**src/rtl/isc_pkg.sv**
```systemverilog
package isc_pkg;
  localparam int unsigned ISC_AW = 2;

  localparam logic [ISC_AW-1:0] REG_STAT = 2'd0;
  localparam logic [ISC_AW-1:0] REG_MASK = 2'd1;
  localparam logic [ISC_AW-1:0] REG_SENS = 2'd2;
  localparam logic [ISC_AW-1:0] REG_POL  = 2'd3;

  localparam int unsigned SRC_QEMPTY = 0;
  localparam int unsigned SRC_CTRL   = 1;
  localparam int unsigned SRC_DEV    = 2;
endpackage

```
**src/rtl/isc_sync.sv**
```systemverilog
module isc_sync #(
  parameter int unsigned W      = 3,
  parameter int unsigned STAGES = 2
) (
  input  logic         clk,
  input  logic         rst_n,
  input  logic [W-1:0] d_i,
  output logic [W-1:0] q_o
);
  logic [W-1:0] stg_q [STAGES];
  logic [W-1:0] stg_d [STAGES];

  always_comb begin
    stg_d[0] = d_i;
    for (int s = 1; s < STAGES; s++) stg_d[s] = stg_q[s-1];
  end

  genvar g;
  generate
    for (g = 0; g < STAGES; g++) begin : g_stage
      always_ff @(posedge clk or negedge rst_n) begin
        if (!rst_n) stg_q[g] <= '0;
        else        stg_q[g] <= stg_d[g];
      end
    end
  endgenerate

  assign q_o = stg_q[STAGES-1];
endmodule

```
**src/rtl/isc_detect.sv**
```systemverilog
module isc_detect #(
  parameter int unsigned W = 3
) (
  input  logic         clk,
  input  logic         rst_n,
  input  logic [W-1:0] lvl_i,
  input  logic [W-1:0] pol_i,
  input  logic [W-1:0] sens_i,
  output logic [W-1:0] set_o
);
  logic [W-1:0] act;
  logic [W-1:0] act_q;

  assign act = lvl_i ^ pol_i;

  always_ff @(posedge clk or negedge rst_n) begin
    if (!rst_n) act_q <= '0;
    else        act_q <= act;
  end

  genvar g;
  generate
    for (g = 0; g < W; g++) begin : g_src
      always_comb begin
        if (sens_i[g]) set_o[g] = act[g] & ~act_q[g];
        else           set_o[g] = act[g];
      end
    end
  endgenerate
endmodule

```
**src/rtl/isc_stat.sv**
```systemverilog
module isc_stat #(
  parameter int unsigned W = 3
) (
  input  logic         clk,
  input  logic         rst_n,
  input  logic [W-1:0] set_i,
  input  logic [W-1:0] clr_i,
  output logic [W-1:0] stat_o
);
  logic [W-1:0] stat_q;
  logic [W-1:0] stat_d;

  always_comb begin
    stat_d = (stat_q & ~clr_i) | set_i;
  end

  always_ff @(posedge clk or negedge rst_n) begin
    if (!rst_n) stat_q <= '0;
    else        stat_q <= stat_d;
  end

  assign stat_o = stat_q;
endmodule

```
**src/rtl/isc_top.sv**
```systemverilog
module isc_top
  import isc_pkg::*;
#(
  parameter int unsigned NSRC = 3
) (
  input  logic              clk,
  input  logic              rst_n,
  input  logic [NSRC-1:0]   src_i,
  input  logic              wr_en_i,
  input  logic [ISC_AW-1:0] addr_i,
  input  logic [NSRC-1:0]   wr_data_i,
  output logic [NSRC-1:0]   rd_data_o,
  output logic              irq_o
);
  logic [NSRC-1:0] src_s;
  logic [NSRC-1:0] set_vec;
  logic [NSRC-1:0] clr_vec;
  logic [NSRC-1:0] status;
  logic [NSRC-1:0] mask_q, mask_d;
  logic [NSRC-1:0] sens_q, sens_d;
  logic [NSRC-1:0] pol_q,  pol_d;
  logic            we_stat, we_mask, we_sens, we_pol;

  isc_sync #(.W(NSRC), .STAGES(2)) u_sync (
    .clk   (clk),
    .rst_n (rst_n),
    .d_i   (src_i),
    .q_o   (src_s)
  );

  isc_detect #(.W(NSRC)) u_detect (
    .clk    (clk),
    .rst_n  (rst_n),
    .lvl_i  (src_s),
    .pol_i  (pol_q),
    .sens_i (sens_q),
    .set_o  (set_vec)
  );

  isc_stat #(.W(NSRC)) u_stat (
    .clk    (clk),
    .rst_n  (rst_n),
    .set_i  (set_vec),
    .clr_i  (clr_vec),
    .stat_o (status)
  );

  always_comb begin
    we_stat = wr_en_i && (addr_i == REG_STAT);
    we_mask = wr_en_i && (addr_i == REG_MASK);
    we_sens = wr_en_i && (addr_i == REG_SENS);
    we_pol  = wr_en_i && (addr_i == REG_POL);
    clr_vec = we_stat ? wr_data_i : '0;
    mask_d  = we_mask ? wr_data_i : mask_q;
    sens_d  = we_sens ? wr_data_i : sens_q;
    pol_d   = we_pol  ? wr_data_i : pol_q;
  end

  always_ff @(posedge clk or negedge rst_n) begin
    if (!rst_n) begin
      mask_q <= '0;
      sens_q <= '0;
      pol_q  <= '0;
    end else begin
      mask_q <= mask_d;
      sens_q <= sens_d;
      pol_q  <= pol_d;
    end
  end

  always_comb begin
    case (addr_i)
      REG_STAT: rd_data_o = status;
      REG_MASK: rd_data_o = mask_q;
      REG_SENS: rd_data_o = sens_q;
      default:  rd_data_o = pol_q;
    endcase
  end

  assign irq_o = |(status & mask_q);
endmodule

```
**config.mk**
```make
export PLATFORM = sky130hd
export DESIGN_NAME = isc_top
export DESIGN_NICKNAME = d
export VERILOG_FILES = /design/src/rtl/isc_pkg.sv /design/src/rtl/isc_sync.sv /design/src/rtl/isc_detect.sv /design/src/rtl/isc_stat.sv /design/src/rtl/isc_top.sv
export SDC_FILE = /design/constraint.sdc
export NUM_CORES = 1
export LEC_CHECK = 0
export BUFFER_PORTS_ARGS = -buffer_cell sky130_fd_sc_hd__buf_4
export CAP_MARGIN = 25
export CORE_MARGIN = 2
export CORE_UTILIZATION = 46
export CTS_CLUSTER_SIZE = 25
export DETAILED_ROUTE_END_ITERATION = 6
export HOLD_SLACK_MARGIN = 0.15
export PLACE_DENSITY = 0.67
export SYNTH_ARGS = -nofsm -noshare
export SYNTH_HDL_FRONTEND = slang
export SYNTH_SLANG_ARGS = --single-unit
```
**constraint.sdc**
```tcl
create_clock -name clk -period 1.66 [get_ports clk]
set_input_delay 0.332 -clock clk [delete_from_list [all_inputs] [get_ports clk]]
set_output_delay 0.332 -clock clk [all_outputs]
set_load 0.02 [all_outputs]
```
---- Yosys cells after proc, flatten, opt, wreduce, memory -nomap -nowiden ----
Cells that the tools add are included.
word-level totals
  register bits after elaboration ......... 21
  logic and storage cells ................. 32
  input port bits ......................... 11
cells by class
  multiplexer cells ....................... 5
  reduce and logical (&&, ||, !) cells .... 6
  bitwise logic cells ..................... 11
  equality and inequality tests ........... 3
operator list
  cell                                                 count
  one-hot mux 3 bit (3 select lines)                   1
  AND 3 bit                                            2
  equality test 2 bit, second input constant           2
  logical AND 1 bit                                    4
  AND 1 bit                                            3
  2-to-1 mux 1 bit                                     3
  2-to-1 mux 3 bit                                     1
  inverter 1 bit                                       3
  inverter 3 bit                                       1
  OR 3 bit                                             1
  OR reduction 3 bit                                   1
  XOR 3 bit                                            1
  equality test 2 x 1 -> 1 bit, second input constant  1
  zero test 2 bit                                      1

---- Longest topological paths before layout ----
Gate-level depths: netlist (run 1).
  depth in word-level cells ............... 6
  depth in mapped cells ................... 3
  gate-level depth less buffers ........... 2

---- Modules after synthesis ----
A second synthesis (run 1) with hierarchy kept.
unflattened totals
  cell total of the unflattened synthesis .. 55
  area total of the unflattened synthesis .. 855.8 um^2
by module, submodules not included
  module      area each (um^2)  instances  seq. area each (um^2)  cells each
  isc_top     473.0             1          225.2                  31
  isc_sync    150.1             1          150.1                  6
  isc_detect  123.9             1          75.1                   9
  isc_stat    108.9             1          75.1                   9

---- Worst setup path before layout (run 1) ----
OpenSTA, ideal clock, no wires.
  path kind ............................... input to output
  start point ............................. in addr_i[1]
  end point ............................... out rd_data_o[0]
  data required time ...................... 1.328 ns
  stages .................................. 2
  path slack .............................. 0.232 ns
  arrival ................................. 1.096 ns
  cell sequence ........................... buf_6 > mux4_1
on the way
  longest elaborated chain between the ends .. 2
  elaborated cells on any way between the ends .. 4
ends and longest elaborated chain
  what                                         line           text
  start: declaration                           isc_top.sv:10  input logic [ISC_AW-1:0] addr_i,
  equality test 2 bit (tied with other cells)  isc_top.sv:72  case (addr_i)
  one-hot mux 3 bit (3 select lines) *         isc_top.sv:72
  end: declaration                             isc_top.sv:12  output logic [NSRC-1:0] rd_data_o,
Mark *: on every way between the ends. The rest lies on a longest branch, timed or not.

---- Worst setup path in the final report (run 1) ----
  start point ............................. reg mask_q[0]
  end point ............................... out rd_data_o[0]
on the way
  longest elaborated chain between the ends .. 1
ends and longest elaborated chain
  what                                line           text
  start: declaration                  isc_top.sv:19  logic [NSRC-1:0] mask_q, mask_d;
  start signal: assignment            isc_top.sv:65  mask_q <= mask_d;
  one-hot mux 3 bit (3 select lines)  isc_top.sv:72
Every way passes these cells.

==> results of run 1 <==
synth_stat cells:
library cell	number	area [um2]
xor2_1	3	26.3
nand3_1	1	5.00
mux4_1	3	78.8
nand2_1	3	11.3
nand3b_1	1	7.51
inv_1	1	3.75
nand4bb_1	3	33.8
mux2_2	9	101
dfrtp_1	21	526
buf_6	2	22.5
nand3b_4	1	20.0
a22o_1	3	26.3
a222oi_1	1	10.0
worst max-delay path: cells and delay by family (launching register included):
kind,cells,cell delay (ns)
multiplexers,1,0.49
flip-flops,1,0.41
buffers and inverters,1,0.15
logic make-up after synthesis:
logic type / share of synthesized area
multiplexers: 0.207
XOR/XNOR: 0.0301
flip-flops: 0.603
buffers and inverters: 0.0301
AND/OR/NAND/NOR: 0.0889
AO/OA/AOI/OAI: 0.0416
per-layer routing:
| layer | wire length [um] | vias up | GRT usage |
|---|---|---|---|
| li1 | - | 240 | - |
| met1 | 718 | 262 | 0.208 |
| met4 | 10 | 0 | 0.0811 |
| met5 | 0 | - | 0 |
| met2 | 630 | 12 | 0.219 |
| met3 | 59 | 2 | 0.0226 |
cell type report:
class,instances,area (um2),area share
Timing Repair Buffer,22,190,0.175
Tap cell,25,31.3,0.0288
Sequential cell,21,526,0.484
Clock buffer,4,26.3,0.0242
Multi-Input combinational cell,28,309,0.285
Inverter,1,3.75,0.00346
what timing repair did:
action / CTS / global route
hold endpoints to repair: 24 / 0
pin swaps: 1 / 1
gates resized for setup: 6 / 1
hold buffers: 4 / 0
endpoints found under the setup margin: 3 / 4
setup buffers: 3 / 0
flip-flops by register name (all words and copies together) (netlist names):
register	flops
mask_q	3
pol_q	3
sens_q	3
u_detect.act_q	3
u_stat.stat_o	3
u_sync.q_o	3
u_sync.stg_d	3
power breakdown:
| group | total (mW) | internal [mW] | switching (mW) |
|---|---|---|---|
| sequential | 0.630 | 0.587 | 0.0432 |
| clock | 0.229 | 0.0934 | 0.136 |
| combinational | 0.276 | 0.163 | 0.113 |
| total | 1.14 | 0.843 | 0.292 |
per-stage QoR:
stage               cells  setup TNS (ns)
floorplan              52               0
global placement       90               0
detailed placement     90               0
CTS                   101         -0.0487
global route          101          -0.190
finish                101         -0.0124
worst min-delay path by stage:
stage,startpoint,end,slack (ns)
finish,wr_data_i[2],sens_q[2],0.29
global placement,rst_n,u_sync.stg_d[1],0.23
CTS,wr_data_i[2],sens_q[2],0.28
global route,wr_data_i[2],mask_q[2],0.28
detailed placement,rst_n,u_sync.q_o[0],0.23
floorplan,rst_n,mask_q[0],0.04
==> flow_summary_export.csv, run 1 <==
group,metric,value,unit
status,status,"complete, but fails checks",
status,failed_checks,"setup timing",
pwr,vdd_drop_max,615,uV
floorplan,die_y,47.5,um
placed_design,pre_cts_slack,0.146,ns
worst_setup_path,cp-endpoint,"rd_data_o[0]",
finish,nNetsFinal,88,
floorplan,die_area,0.00226,mm2
timing,setup_ws,-0.0124,ns
finish,area_delta_synth_final,24.5,%
synth,syn_avg_cell_area,16.8,um2
clocking,clock_tree.root_cell,"clkbuf_4",
timing,layout_min_cycle_time,1.67,ns
placed_design,gp_congestion,0.799,
placed_design,place.port_buffers,14,
clocking,cts_buffers,3,
worst_setup_path,rrSetupSlack,0.65,ns
finish,final_area,0.00109,mm2
timing,skew,0.00281,ns
global_routing,grt_pass1_wl,2190,um
global_routing,grt_max_degree,22,
worst_setup_path,arrival,1.34,ns
timing,finalHoldViolations,0,
global_routing,gr-usage-all-layers,0.147,
synth,syn-num-nets,63,
synth,synth.distinct_cells,13,
pwr,total_leakage_power,0.475,nW
worst_setup_path,cp_cell_sequence,"mux4_2 > buf_6",
timing,period_share,1.01,
timing,grt_setup_unrepaired,"yes",
worst_setup_path,crit_fanout,3,
placed_design,hpwl,1020,um
floorplan,die_x,47.5,um
timing,slew_headroom,0.802,
worst_setup_path,r2r_start,"pol_q[2]",
min_path,hold_depth,2,
worst_setup_path,critPathKind,"flop to output pin",
clocking,cts_tree,"done",
worst_setup_path,startpoint,"mask_q[0]",
clocking,htreeDepth,1,
timing,worst_pin_slew,0.297,ns
min_path,hold_path.class,"input pin to flop",
timing,timing.final.max_slew_violations,0,
floorplan,start_util,0.494,
global_routing,grt_pass1_vias,494,
worst_setup_path,reg2reg_to,"u_stat.stat_o[2]",
worst_setup_path,worstSetupStartpointType,"flop",
timing,hold-worst-slack,0.293,ns
detailed_routing,wl_per_cell,14.1,um
placed_design,place_area,993,um2
detailed_routing,remaining_drc_errors,0,
pwr,finalPower,1.14,mW
floorplan,rows,15,
synth,ys_ff_latch,21,
timing,setup_viol,1,
detailed_routing,via_per_inst,5.11,
floorplan,io_pins,15,
clocking,worstSkewPairLatency,0.29,ns
synth,ys.warnings.count,0,
synth,synth.yosys.seq_area_share,0.603,
finish,fillers,154,
global_routing,antenna_found_initial,0,
finish,antenna_cells,0,
worst_setup_path,critical-path-max-stage-delay,0.49,ns
clocking,cts_num_sinks,21,
worst_setup_path,cp-end-kind,"output pin",
flow_run,drv_cap,0,
worst_setup_path,cpMaxStageDelayCell,"mux4_2",
timing,fmax,598,MHz
finish,mostFrequentLayoutCell,"dfrtp_1",
detailed_routing,dr.first_iter.drc_count,11,
worst_setup_path,crit_required,1.33,ns
synth,syn_inst,52,
clocking,clkTransAtPathRegs,0.10,ns
detailed_routing,first_pass_iters,4,
finish,finish.utilization,0.616,
global_routing,gr-total-overflow,0,
detailed_routing,drt_wl_total,1420,um
finish,final_cell_mix,"dfrtp_1 (21), buf_4 (14), mux2_2 (9)",
clocking,clockBufferDepth,2,
synth,syn-cell-area,872,um2
worst_setup_path,reg2reg_depth,3,
finish,drive_gt1_frac,0.447,
detailed_routing,postRouteAntennaNets,0,
detailed_routing,vias,516,
floorplan,core,0.00176,mm2
pwr,powerDensity,1050,mW/mm2
(Power assumes the default switching activity.)
==> run 2, diff against run 1 <==
--- a/config.mk
+++ b/config.mk
@@ -12,7 +12,8 @@
 export CTS_CLUSTER_SIZE = 25
 export DETAILED_ROUTE_END_ITERATION = 6
 export HOLD_SLACK_MARGIN = 0.15
-export PLACE_DENSITY = 0.67
+export PLACE_DENSITY = 0.68
 export SYNTH_ARGS = -nofsm -noshare
 export SYNTH_HDL_FRONTEND = slang
+export SYNTH_HIERARCHICAL = 1
 export SYNTH_SLANG_ARGS = --single-unit
==> run 2 against run 1 <==
The run still ends with setup timing left. Clock skew grew 0.0041 ns. Flip-flop and latch count unchanged. Worst hold slack worse by 0.0086 ns. Critical path depth rose by 2. Synthesized cell count is 5.8% higher. Critical path type unchanged.
==> flow_summary_export.csv, run 2 <==
group,metric,value,unit
synth,syn_avg_cell_area,15.6,um2
finish,stdcell_count,110,
finish,fillers,141,
global_routing,grt_pass1_vias,539,
global_routing,grt_max_degree,22,
finish,multi_input_area,297,um2
clocking,clkTransAtPathRegs,0.11,ns
finish,mostFrequentLayoutCell,"dfrtp_1",
clocking,cts_num_sinks,21,
worst_setup_path,cp-end-kind,"output pin",
worst_setup_path,critPathKind,"flop to output pin",
finish,antenna_cells,0,
finish,nNetsFinal,97,
placed_design,dp_cells,93,
synth,syn_inst,55,
detailed_routing,wl_per_cell,13.1,um
detailed_routing,first_pass_iters,4,
worst_setup_path,crit_required,1.33,ns
synth,syn-cell-area,856,um2
worst_setup_path,r2r_start,"pol_q[1]",
global_routing,gr-usage-all-layers,0.160,
placed_design,place.port_buffers,14,
synth,synth.distinct_cells,13,
floorplan,die_x,47.1,um
timing,skew,0.00686,ns
timing,grt_setup_unrepaired,"yes",
placed_design,gp_congestion,0.786,
global_routing,gr-total-overflow,0,
min_path,worstHoldStart,"wr_data_i[1]",
synth,syn-num-nets,66,
detailed_routing,via_per_inst,5.01,
finish,seqCellArea,526,um2
clocking,clock_tree.root_cell,"clkbuf_4",
finish,final_area,0.00113,mm2
status,status,"complete, but fails checks",
synth,ys.flop_type,"dfrtp_1",
worst_setup_path,crit_fanout,2,
clocking,htreeDepth,1,
floorplan,start_util,0.490,
timing,period_share,1.01,
floorplan,die_y,47.1,um
detailed_routing,dr.first_iter.drc_count,5,
synth,ys_ff_latch,21,
synth,synthArstFlopShare,1.00,
worst_setup_path,arrival,1.35,ns
timing,setup_ws,-0.0180,ns
pwr,total_leakage_power,0.497,nW
synth,synth_commonest_cells,"dfrtp_1 (21), mux2_2 (9), inv_1 (4)",
floorplan,die_area,0.00222,mm2
placed_design,place_area,985,um2
timing,timing.final.max_slew_violations,0,
timing,fin_tns_setup,-0.0394,ns
worst_setup_path,startpoint,"mask_q[0]",
synth,yosys.area.top_type_share,0.614,
detailed_routing,remaining_drc_errors,0,
min_path,hold_path.class,"input pin to flop",
synth,synth_edf_count,0,
finish,area_delta_synth_final,31.6,%
timing,setup_viol,3,
synth,synth.most_common_cell,"dfrtp_1",
timing,slew_headroom,0.748,
pwr,vdd_drop_max,675,uV
clocking,cts_tree,"done",
timing,layout_min_cycle_time,1.68,ns
synth,synthTopCellsByArea,"dfrtp_1 (61%), mux2_2 (12%), mux4_1 (9.2%)",
global_routing,grt_pass1_wl,2380,um
placed_design,hpwl,993,um
worst_setup_path,worstSetupStartpointType,"flop",
floorplan,rows,15,
detailed_routing,vias,551,
finish,finish.utilization,0.645,
clocking,clockBufferDepth,2,
clocking,worstSkewPairLatency,0.30,ns
finish,drive_gt1_frac,0.447,
synth,synth.yosys.seq_area_share,0.614,
flow_run,drv_cap,0,
clocking,cts_buffers,3,
status,failed_checks,"setup timing",
timing,worst_pin_slew,0.376,ns
floorplan,io_pins,15,
floorplan,core,0.00175,mm2
detailed_routing,drt_wl_total,1440,um
finish,final_cell_mix,"dfrtp_1 (21), buf_4 (18), mux2_2 (9)",
pwr,powerDensity,1060,mW/mm2
synth,ys.warnings.count,6,
synth,yosysTopAreaCell,"dfrtp_1",
timing,fmax,596,MHz
timing,finalHoldViolations,0,
detailed_routing,postRouteAntennaNets,0,
global_routing,antenna_found_initial,0,
==> run 2: cell count changes in the layout (fill, tap and decap cells not counted), sizes merged, moves of 3 or more <==
cell / previous run / this run
buf: 18 / 23
a21boi: 0 / 3
a21o: 0 / 3
a22o: 3 / 0
and2: 0 / 3
inv: 1 / 4
nand2: 3 / 0
nand4bb: 3 / 0
==> run 2: worst paths after layout <==
kind	endpoint	slack (ns)	cells after the start
setup / recovery	irq_o	-0.02	4
hold / removal	mask_q[1]	0.28	2
setup reg to reg	u_stat/stat_o[1]	0.60	4
hold reg to reg	u_sync/q_o[1]	0.36	0
max in group asynchronous	u_detect/act_q[1]	1.01	2
min in group asynchronous	sens_q[2]	0.43	2
==> run 2: area by class of cell <==
| cell class | instances | area share |
|---|---|---|
| tap | 25 | 0.0278 |
| sequential | 21 | 0.467 |
| multi-input combinational | 29 | 0.263 |
| inverter | 4 | 0.0133 |
| clock buffer | 4 | 0.0233 |
| timing repair buffer | 27 | 0.206 |
==> run 2: kinds of logic after synthesis <==
| group | after synthesis | synth area share |
|---|---|---|
| XOR/XNOR | 3 | 0.0307 |
| AND/OR/NAND/NOR | 7 | 0.0541 |
| AO/OA/AOI/OAI | 7 | 0.0643 |
| flip-flops | 21 | 0.614 |
| buffers and inverters | 5 | 0.0263 |
| multiplexers | 12 | 0.211 |
==> run 2: what timing repair did <==
action,in CTS,in global routing
setup endpoints to repair,4,4
hold buffers,4,0
pin swaps,1,0
buffers inserted,9,0
hold endpoints to repair,24,0
resized for setup,8,0
==> run 2: stage by stage <==
step	setup slack [ns]	hold WS (ns)	total power, mW
finish	-0.0180	0.285	1.19
global route	-0.0819	0.271	1.26
CTS	-0.0240	0.277	1.20
detailed placement	0.134	0.226	0.870
global placement	0.155	0.226	0.863
floorplan	0.216	0.0364	0.774
==> run 2: critical path, stage by stage, from the launching register on <==
cell      delay (ns)
dfrtp_1         0.42
buf_6           0.12
a222oi_1        0.27
inv_1           0.09
buf_6           0.14
==> run 2: metal layers <==
layer  part of all wire  global-route usage  vias up
met3              0.036              0.0231        4
met5                  0                   0        -
met4              0.015              0.0833        0
met1               0.50               0.234      274
met2               0.45               0.230       17
li1                   -                   -      256
==> run 2: report_power, final <==
group | leakage (nW) | internal, mW | switching (mW)
logic | 0.243 | 0.199 | 0.123
registers | 0.239 | 0.586 | 0.0411
clock network | 0.0150 | 0.0936 | 0.146
total | 0.497 | 0.879 | 0.310
